`config.mk`:
```
export PLATFORM = sky130hd
export DESIGN_NAME = swinc_counter_bank
export DESIGN_NICKNAME = d
export VERILOG_FILES = /design/src/rtl/swinc_pkg.sv /design/src/rtl/swinc_regs.sv /design/src/rtl/swinc_step.sv /design/src/rtl/swinc_cnt_slice.sv /design/src/rtl/swinc_counter_bank.sv
export SDC_FILE = /design/constraint.sdc
export NUM_CORES = 1
export LEC_CHECK = 0
export ABC_AREA = 1
export BUFFER_PORTS_ARGS = -buffer_cell sky130_fd_sc_hd__buf_2
export CORE_MARGIN = 2
export CORE_UTILIZATION = 30
export DETAILED_ROUTE_END_ITERATION = 6
export GPL_TIMING_DRIVEN = 0
export HOLD_SLACK_MARGIN = 0.03
export PLACE_DENSITY_LB_ADDON = 0.08
export SETUP_SLACK_MARGIN = 0.4
export SLEW_MARGIN = 30
export SYNTH_ARGS = -nofsm -noshare
export SYNTH_HDL_FRONTEND = slang
export SYNTH_HIERARCHICAL = 1
export SYNTH_SLANG_ARGS = --single-unit
```
`constraint.sdc`:
```
create_clock -name clk -period 4.56 [get_ports clk]
set_clock_uncertainty 0.2 [all_clocks]
set_input_delay 0.912 -clock clk [delete_from_list [all_inputs] [get_ports clk]]
set_output_delay 0.912 -clock clk [all_outputs]
set_load 0.005 [all_outputs]
```
`src/rtl/swinc_pkg.sv`:
```
package swinc_pkg;
   localparam int unsigned DATA_W = 32;
   localparam int unsigned ADDR_W = 7;
   localparam int unsigned IDX_W  = 5;

   typedef enum logic [1:0] {
      PG_CTRL = 2'b00,
      PG_CNT  = 2'b01,
      PG_EVT  = 2'b10,
      PG_RSVD = 2'b11
   } page_e;

   localparam logic [IDX_W-1:0] OFS_GEN    = 5'd0;
   localparam logic [IDX_W-1:0] OFS_ENSET  = 5'd1;
   localparam logic [IDX_W-1:0] OFS_ENCLR  = 5'd2;
   localparam logic [IDX_W-1:0] OFS_OVF    = 5'd3;
   localparam logic [IDX_W-1:0] OFS_SWINC  = 5'd4;

   function automatic logic hits(input logic [ADDR_W-1:0] a, input page_e pg,
                                 input logic [IDX_W-1:0] ofs);
      return (a[ADDR_W-1:IDX_W] == pg) && (a[IDX_W-1:0] == ofs);
   endfunction
endpackage

```
`src/rtl/swinc_regs.sv`:
```
module swinc_regs
   import swinc_pkg::*;
#(
   parameter int unsigned NUM_CNT = 6,
   parameter int unsigned EVT_W   = 10
) (
   input  logic                            clk,
   input  logic                            rst_n,
   input  logic                            wr,
   input  logic [ADDR_W-1:0]               addr,
   input  logic [DATA_W-1:0]               wdata,
   input  logic [NUM_CNT-1:0]              ovf_set,
   output logic                            gen_q,
   output logic [NUM_CNT-1:0]              en_q,
   output logic [NUM_CNT-1:0][EVT_W-1:0]   evt_q,
   output logic [NUM_CNT-1:0]              ovf_q
);
   logic unused_wdata;
   assign unused_wdata = ^wdata;

   always_ff @(posedge clk or negedge rst_n) begin
      if (!rst_n) begin
         gen_q <= 1'b0;
         en_q  <= '0;
      end else if (wr) begin
         if (hits(addr, PG_CTRL, OFS_GEN))   gen_q <= wdata[0];
         if (hits(addr, PG_CTRL, OFS_ENSET)) en_q  <= en_q | wdata[NUM_CNT-1:0];
         if (hits(addr, PG_CTRL, OFS_ENCLR)) en_q  <= en_q & ~wdata[NUM_CNT-1:0];
      end
   end

   logic [NUM_CNT-1:0] ovf_clr;
   assign ovf_clr = (wr && hits(addr, PG_CTRL, OFS_OVF)) ? wdata[NUM_CNT-1:0] : '0;

   always_ff @(posedge clk or negedge rst_n) begin
      if (!rst_n) ovf_q <= '0;
      else        ovf_q <= (ovf_q & ~ovf_clr) | ovf_set;
   end

   for (genvar i = 0; i < NUM_CNT; i++) begin : g_evt
      always_ff @(posedge clk or negedge rst_n) begin
         if (!rst_n)
            evt_q[i] <= '0;
         else if (wr && hits(addr, PG_EVT, IDX_W'(i)))
            evt_q[i] <= wdata[EVT_W-1:0];
      end
   end
endmodule

```
`src/rtl/swinc_step.sv`:
```
module swinc_step #(
   parameter int unsigned NUM_CNT    = 6,
   parameter int unsigned CNT_W      = 32,
   parameter int unsigned EVT_W      = 10,
   parameter int unsigned SWINC_CODE = 'h00,
   parameter int unsigned CHAIN_CODE = 'h1E
) (
   input  logic                            fire,
   input  logic [NUM_CNT-1:0]              mask,
   input  logic                            gen,
   input  logic [NUM_CNT-1:0]              en,
   input  logic [NUM_CNT-1:0][EVT_W-1:0]   evt,
   input  logic [NUM_CNT-1:0][CNT_W-1:0]   cnt,
   output logic [NUM_CNT-1:0]              inc,
   output logic [NUM_CNT-1:0]              ovf_set
);
   localparam logic [EVT_W-1:0] SW_EVT = EVT_W'(SWINC_CODE);
   localparam logic [EVT_W-1:0] CH_EVT = EVT_W'(CHAIN_CODE);

   logic [NUM_CNT-1:0] sel;
   logic [NUM_CNT-1:0] at_max;
   logic [NUM_CNT-1:0] carry;
   logic [NUM_CNT-1:0] hi_linked;
   logic [NUM_CNT-1:0] quiet;

   for (genvar i = 0; i < NUM_CNT; i++) begin : g_lane
      assign sel[i]    = fire & gen & mask[i] & en[i] & (evt[i] == SW_EVT);
      assign at_max[i] = &cnt[i];

      if (i % 2 == 1) begin : g_odd
         assign hi_linked[i] = (evt[i] == CH_EVT);
         assign carry[i]     = hi_linked[i] & sel[i-1] & at_max[i-1];
         assign quiet[i]     = 1'b0;
      end else if (i + 1 < NUM_CNT) begin : g_even_pair
         assign hi_linked[i] = 1'b0;
         assign carry[i]     = 1'b0;
         assign quiet[i]     = (evt[i+1] == CH_EVT);
      end else begin : g_even_lone
         assign hi_linked[i] = 1'b0;
         assign carry[i]     = 1'b0;
         assign quiet[i]     = 1'b0;
      end

      assign inc[i]     = sel[i] | carry[i];
      assign ovf_set[i] = inc[i] & at_max[i] & ~quiet[i];
   end
endmodule

```
`src/rtl/swinc_cnt_slice.sv`:
```
module swinc_cnt_slice #(
   parameter int unsigned CNT_W = 32
) (
   input  logic             clk,
   input  logic             rst_n,
   input  logic             load,
   input  logic [CNT_W-1:0] load_val,
   input  logic             inc,
   output logic [CNT_W-1:0] cnt_q
);
   always_ff @(posedge clk or negedge rst_n) begin
      if (!rst_n)     cnt_q <= '0;
      else if (load)  cnt_q <= load_val;
      else if (inc)   cnt_q <= cnt_q + 1'b1;
   end
endmodule

```
`src/rtl/swinc_counter_bank.sv`:
```
module swinc_counter_bank
   import swinc_pkg::*;
#(
   parameter int unsigned NUM_CNT    = 6,
   parameter int unsigned CNT_W      = 32,
   parameter int unsigned EVT_W      = 10,
   parameter int unsigned SWINC_CODE = 'h00,
   parameter int unsigned CHAIN_CODE = 'h1E
) (
   input  logic        clk,
   input  logic        rst_n,
   input  logic        reg_wr,
   input  logic [6:0]  reg_addr,
   input  logic [31:0] reg_wdata,
   output logic [31:0] reg_rdata
);
   if (NUM_CNT < 1 || NUM_CNT >= (1 << IDX_W))
      begin : g_bad_num  $error("NUM_CNT must lie in 1..31"); end
   if (CNT_W < 2 || CNT_W > DATA_W)
      begin : g_bad_cnt  $error("CNT_W must lie in 2..32"); end
   if (EVT_W < 1 || EVT_W > DATA_W)
      begin : g_bad_evt  $error("EVT_W must lie in 1..32"); end
   if (SWINC_CODE == CHAIN_CODE || CHAIN_CODE >= (64'd1 << EVT_W) || SWINC_CODE >= (64'd1 << EVT_W))
      begin : g_bad_code $error("event codes must differ and fit EVT_W"); end

   logic                          gen_q;
   logic [NUM_CNT-1:0]            en_q;
   logic [NUM_CNT-1:0]            ovf_q;
   logic [NUM_CNT-1:0]            ovf_set;
   logic [NUM_CNT-1:0]            inc;
   logic [NUM_CNT-1:0][EVT_W-1:0] evt_q;
   logic [NUM_CNT-1:0][CNT_W-1:0] cnt_q;
   logic                          fire;
   logic [IDX_W-1:0]              idx;
   logic unused_in;

   assign idx       = reg_addr[IDX_W-1:0];
   assign fire      = reg_wr && hits(reg_addr, PG_CTRL, OFS_SWINC);
   assign unused_in = ^reg_wdata;

   swinc_regs #(.NUM_CNT(NUM_CNT), .EVT_W(EVT_W)) u_regs (
      .clk(clk), .rst_n(rst_n), .wr(reg_wr), .addr(reg_addr), .wdata(reg_wdata),
      .ovf_set(ovf_set), .gen_q(gen_q), .en_q(en_q), .evt_q(evt_q), .ovf_q(ovf_q)
   );

   swinc_step #(
      .NUM_CNT(NUM_CNT), .CNT_W(CNT_W), .EVT_W(EVT_W),
      .SWINC_CODE(SWINC_CODE), .CHAIN_CODE(CHAIN_CODE)
   ) u_step (
      .fire(fire), .mask(reg_wdata[NUM_CNT-1:0]), .gen(gen_q), .en(en_q),
      .evt(evt_q), .cnt(cnt_q), .inc(inc), .ovf_set(ovf_set)
   );

   for (genvar i = 0; i < NUM_CNT; i++) begin : g_cnt
      swinc_cnt_slice #(.CNT_W(CNT_W)) u_slice (
         .clk(clk), .rst_n(rst_n),
         .load(reg_wr && hits(reg_addr, PG_CNT, IDX_W'(i))),
         .load_val(reg_wdata[CNT_W-1:0]),
         .inc(inc[i]),
         .cnt_q(cnt_q[i])
      );
   end

   always_comb begin
      reg_rdata = '0;
      unique case (page_e'(reg_addr[ADDR_W-1:IDX_W]))
         PG_CTRL: begin
            if (idx == OFS_GEN)                         reg_rdata[0] = gen_q;
            if (idx == OFS_ENSET || idx == OFS_ENCLR)   reg_rdata[NUM_CNT-1:0] = en_q;
            if (idx == OFS_OVF)                         reg_rdata[NUM_CNT-1:0] = ovf_q;
         end
         PG_CNT: begin
            for (int k = 0; k < NUM_CNT; k++)
               if (idx == IDX_W'(k)) reg_rdata[CNT_W-1:0] = cnt_q[k];
         end
         PG_EVT: begin
            for (int k = 0; k < NUM_CNT; k++)
               if (idx == IDX_W'(k)) reg_rdata[EVT_W-1:0] = evt_q[k];
         end
         default: reg_rdata = '0;
      endcase
   end
endmodule

```
==> flow_summary_export.csv <==
group,metric,value,unit
worst_setup_path,cp-end-kind,"output port",
timing,slew_viol_final,0,
drt,drc,0,
worst_setup_path,critPathLaunchType,"input port",
cts,htree_levels,2,
timing,worstMarginPinSlew,0.7336,ns
worst_setup_path,cp_slowest_stage_delay,0.28,ns
synth,avgSynthCellArea,6.566,um^2
synth,synth_cell_types,40,
drt,drt_wl_total,94.92,mm
drt,drtIter0Drc,2267,
synth,synth_fp_nets,3138,
drt,wl_per_cell,23.15,um
timing,setup_viol_count_final,0,
place,dpl_cell_area,0.02184,mm^2
die,core,0.06704,mm^2
die,dieWidth,263.9,um
worst_setup_path,cpMostUsedCell,"buf_2",
die,ios,74,
cts,cts_buffers,38,
cts,clock_latency,0.57,ns
global_route,grt_first_pass_wirelength,140.0,mm
cts,cts_tree,"built",
cells_and_area,fin_nets,3257,
place,gp_congestion,0.9307,
cells_and_area,layout_commonest_cell,"nand2_1",
worst_hold_path,hold_path_class,"flip-flop to flip-flop",
cells_and_area,finalNonFillerCells,4100,
worst_setup_path,crit_path_cell_trace,"buf_2 -> nor2_2 -> buf_4 -> buf_2 -> buf_4 -> nand4_1 -> nand3_1 -> o22ai_1 -> a21oi_1 -> buf_2",
timing,fin_ws,0.4697,ns
synth,synth_edf_count,0,
cells_and_area,design_area,0.02310,mm^2
pwr,leakagePower,10.55,nW
cts,cts_buffer_depth,3,
synth,ys_dominant_reg_cell,"dfrtp_1",
flow_run,max_cap_violations,0,
synth,async_flop_share,100.0,%
drt,first_pass_iters,7,
worst_setup_path,crit_family,"buffers and inverters",
place,dp_hpwl,71.08,mm
die,start_util,30.23,%
cells_and_area,syn2layout_area_growth,14.00,%
pwr,powerDensity,286.1,mW/mm^2
worst_setup_path,crit_buf_inv,5,
timing,fin_crit_sh,89.70,%
place,dp.cells,4036,
cts,cts-root-buf,"clkbuf_16",
cells_and_area,final_layout_size_suffix_gt1_share,12.09,%
global_route,grt_max_degree,75,
timing,rsz0062_at_grt,"false",
cts,clk_pin_slew,0.05,ns
run_status,outcome,"complete, no violations",
cells_and_area,num_antenna_cells,0,
place,pre_cts_slack,0.07813,ns
synth,syn_inst,3086,
die,dieArea,0.06964,mm^2
timing,min_period,4.090,ns
synth,ys_warn_count,6,
drt,avgViaCountPerCell,5.391,
cts,cts.sinks,265,
global_route,overflow,0,
worst_setup_path,critPathArrivalTime,2.98,ns
global_route,grt_util_all_layers,26.90,%
synth,ys_ff_latch,265,
drt,final_antenna_net_count,0,
pwr,p_total,0.006609,W
place,port_buffers,73,
pwr,vdd_drop_max,0.2039,mV
synth,ys_seq_area_share,32.73,%
drt,vias,22100,
timing,slew_headroom,51.10,%
die,rows,95,
worst_setup_path,cp.required,3.45,ns
timing,hold_viol,0,
worst_setup_path,cp_max_fo,10,
timing,clock.fmax,244.5,MHz
global_route,first_global_vias,20540,
cells_and_area,final_util,34.46,%
synth,netlist_area,0.02026,mm^2
worst_setup_path,cp_slowest_cell,"a21oi_1",
global_route,grt_antenna_before_repair,0,
cells_and_area,final_cell_mix,"nand2_1, nor2_1, inv_1",
worst_setup_path,critical_path_class,"input port to output port",
die,fp.dieH,263.9,um
==> final cells by class <==
class	count	area [um^2]
plain buffers	124	655.6
clock buffers	57	1134
clock inverters	5	28.78
fillers	7424	43940
inverters	279	1051
multi-input cells	2418	11990
flip-flops and latches	265	6631
well taps	873	1092
repair buffers	79	515.5
==> sequential cells by signal, indices dropped and copies added (netlist names), named ones only <==
signal / count
g_cnt.u_slice/cnt_q: 192
u_regs/evt_q: 60
u_regs/ovf_q: 6
u_regs/gen_q: 1
==> per-layer routing <==
| layer | share of wire, % | wire length (um) | vias up | GRT usage [%] |
|---|---|---|---|---|
| li1 | - | - | 10420 | - |
| met1 | 47 | 44550 | 10720 | 39.38 |
| met2 | 44 | 41340 | 864 | 41.15 |
| met3 | 7.0 | 6615 | 107 | 3.868 |
| met4 | 2.5 | 2409 | 0 | 7.171 |
| met5 | 0 | 0 | - | 0 |
==> final timing paths <==
check | from | endpoint | slack [ns] | cells after the start
max | reg_addr[4] | reg_rdata[22] | 0.47 | 10
min | u_regs/ovf_q[0]$_DFF_PN0_ | u_regs/ovf_q[0]$_DFF_PN0_ | 0.28 | 2
max reg2reg | g_cnt[4].u_slice/cnt_q[16]$_DFFE_PN0P_ | g_cnt[5].u_slice/cnt_q[24]$_DFFE_PN0P_ | 1.64 | 11
min reg2reg | u_regs/ovf_q[0]$_DFF_PN0_ | u_regs/ovf_q[0]$_DFF_PN0_ | 0.28 | 2
max in group asynchronous | rst_n | g_cnt[4].u_slice/cnt_q[20]$_DFFE_PN0P_ | 2.16 | 5
min in group asynchronous | rst_n | u_regs/evt_q[16]$_DFFE_PN0P_ | 0.62 | 2
==> timing repair <==
action | in CTS | in global routing
setup buffers | 0 | 1
hold buffers | 1 | 0
resized for setup | 12 | 13
pin swaps | 0 | 1
endpoints found under the setup margin | 14 | 16
hold endpoints to repair | 34 | 0
==> synth_stat cells, drive strengths merged (17+ instances only) <==
cell type / count / share of area [%]
clkbuf: 35 / 0.65
nand3: 282 / 7.2
xor2: 54 / 2.3
nand4: 146 / 4.6
buf: 89 / 2.5
inv: 278 / 5.1
and2: 17 / 0.52
a21oi: 69 / 1.8
o21ai: 115 / 3.0
o211ai: 24 / 0.89
nand2: 1108 / 21
o21bai: 17 / 0.63
a22oi: 150 / 5.6
nor2: 396 / 9.7
dfrtp: 265 / 33
==> power breakdown <==
group | leakage (nW) | internal [W] | total, W | switching [W]
combinational | 6.36 | 0.000262 | 0.000780 | 0.000518
clock | 0.576 | 0.00170 | 0.00290 | 0.00120
sequential | 3.61 | 0.00254 | 0.00293 | 0.000387
total | 10.5 | 0.00450 | 0.00661 | 0.00211
==> logic make-up (layout without fill, tap and decap cells) <==
family | after synthesis | count (layout) | share of synthesized area [%]
adders and majority gates | 10 | 10 | 0.6175
and+or+nand+nor | 1962 | 1962 | 43.50
xor gates and xnor gates | 54 | 54 | 2.334
buffers and inverters | 403 | 544 | 8.373
AOI/OAI and AO/OA | 392 | 392 | 12.45
DFF | 265 | 265 | 32.73
==> worst register-to-register path, stage by stage, from the launching register on <==
cell and delay [ns]:
dfrtp_1 0.51, nand2_1 0.10, nor2_1 0.11, nand2_1 0.06, nor2_1 0.52, nand4_2 0.27, nand2_1 0.19, nand2_2 0.16
inv_1 0.20, buf_2 0.29, nand3_1 0.17, nand2_1 0.09
==> per-stage QoR <==
step	hold WS, ns	TNS, ns
final	0.2752	0
after global routing	0.3184	0
after CTS	0.2779	0
after detailed placement	0.2646	0
after global placement	0.2626	-897.16
after floorplan	0.2367	0
(Power assumes the default switching activity.)
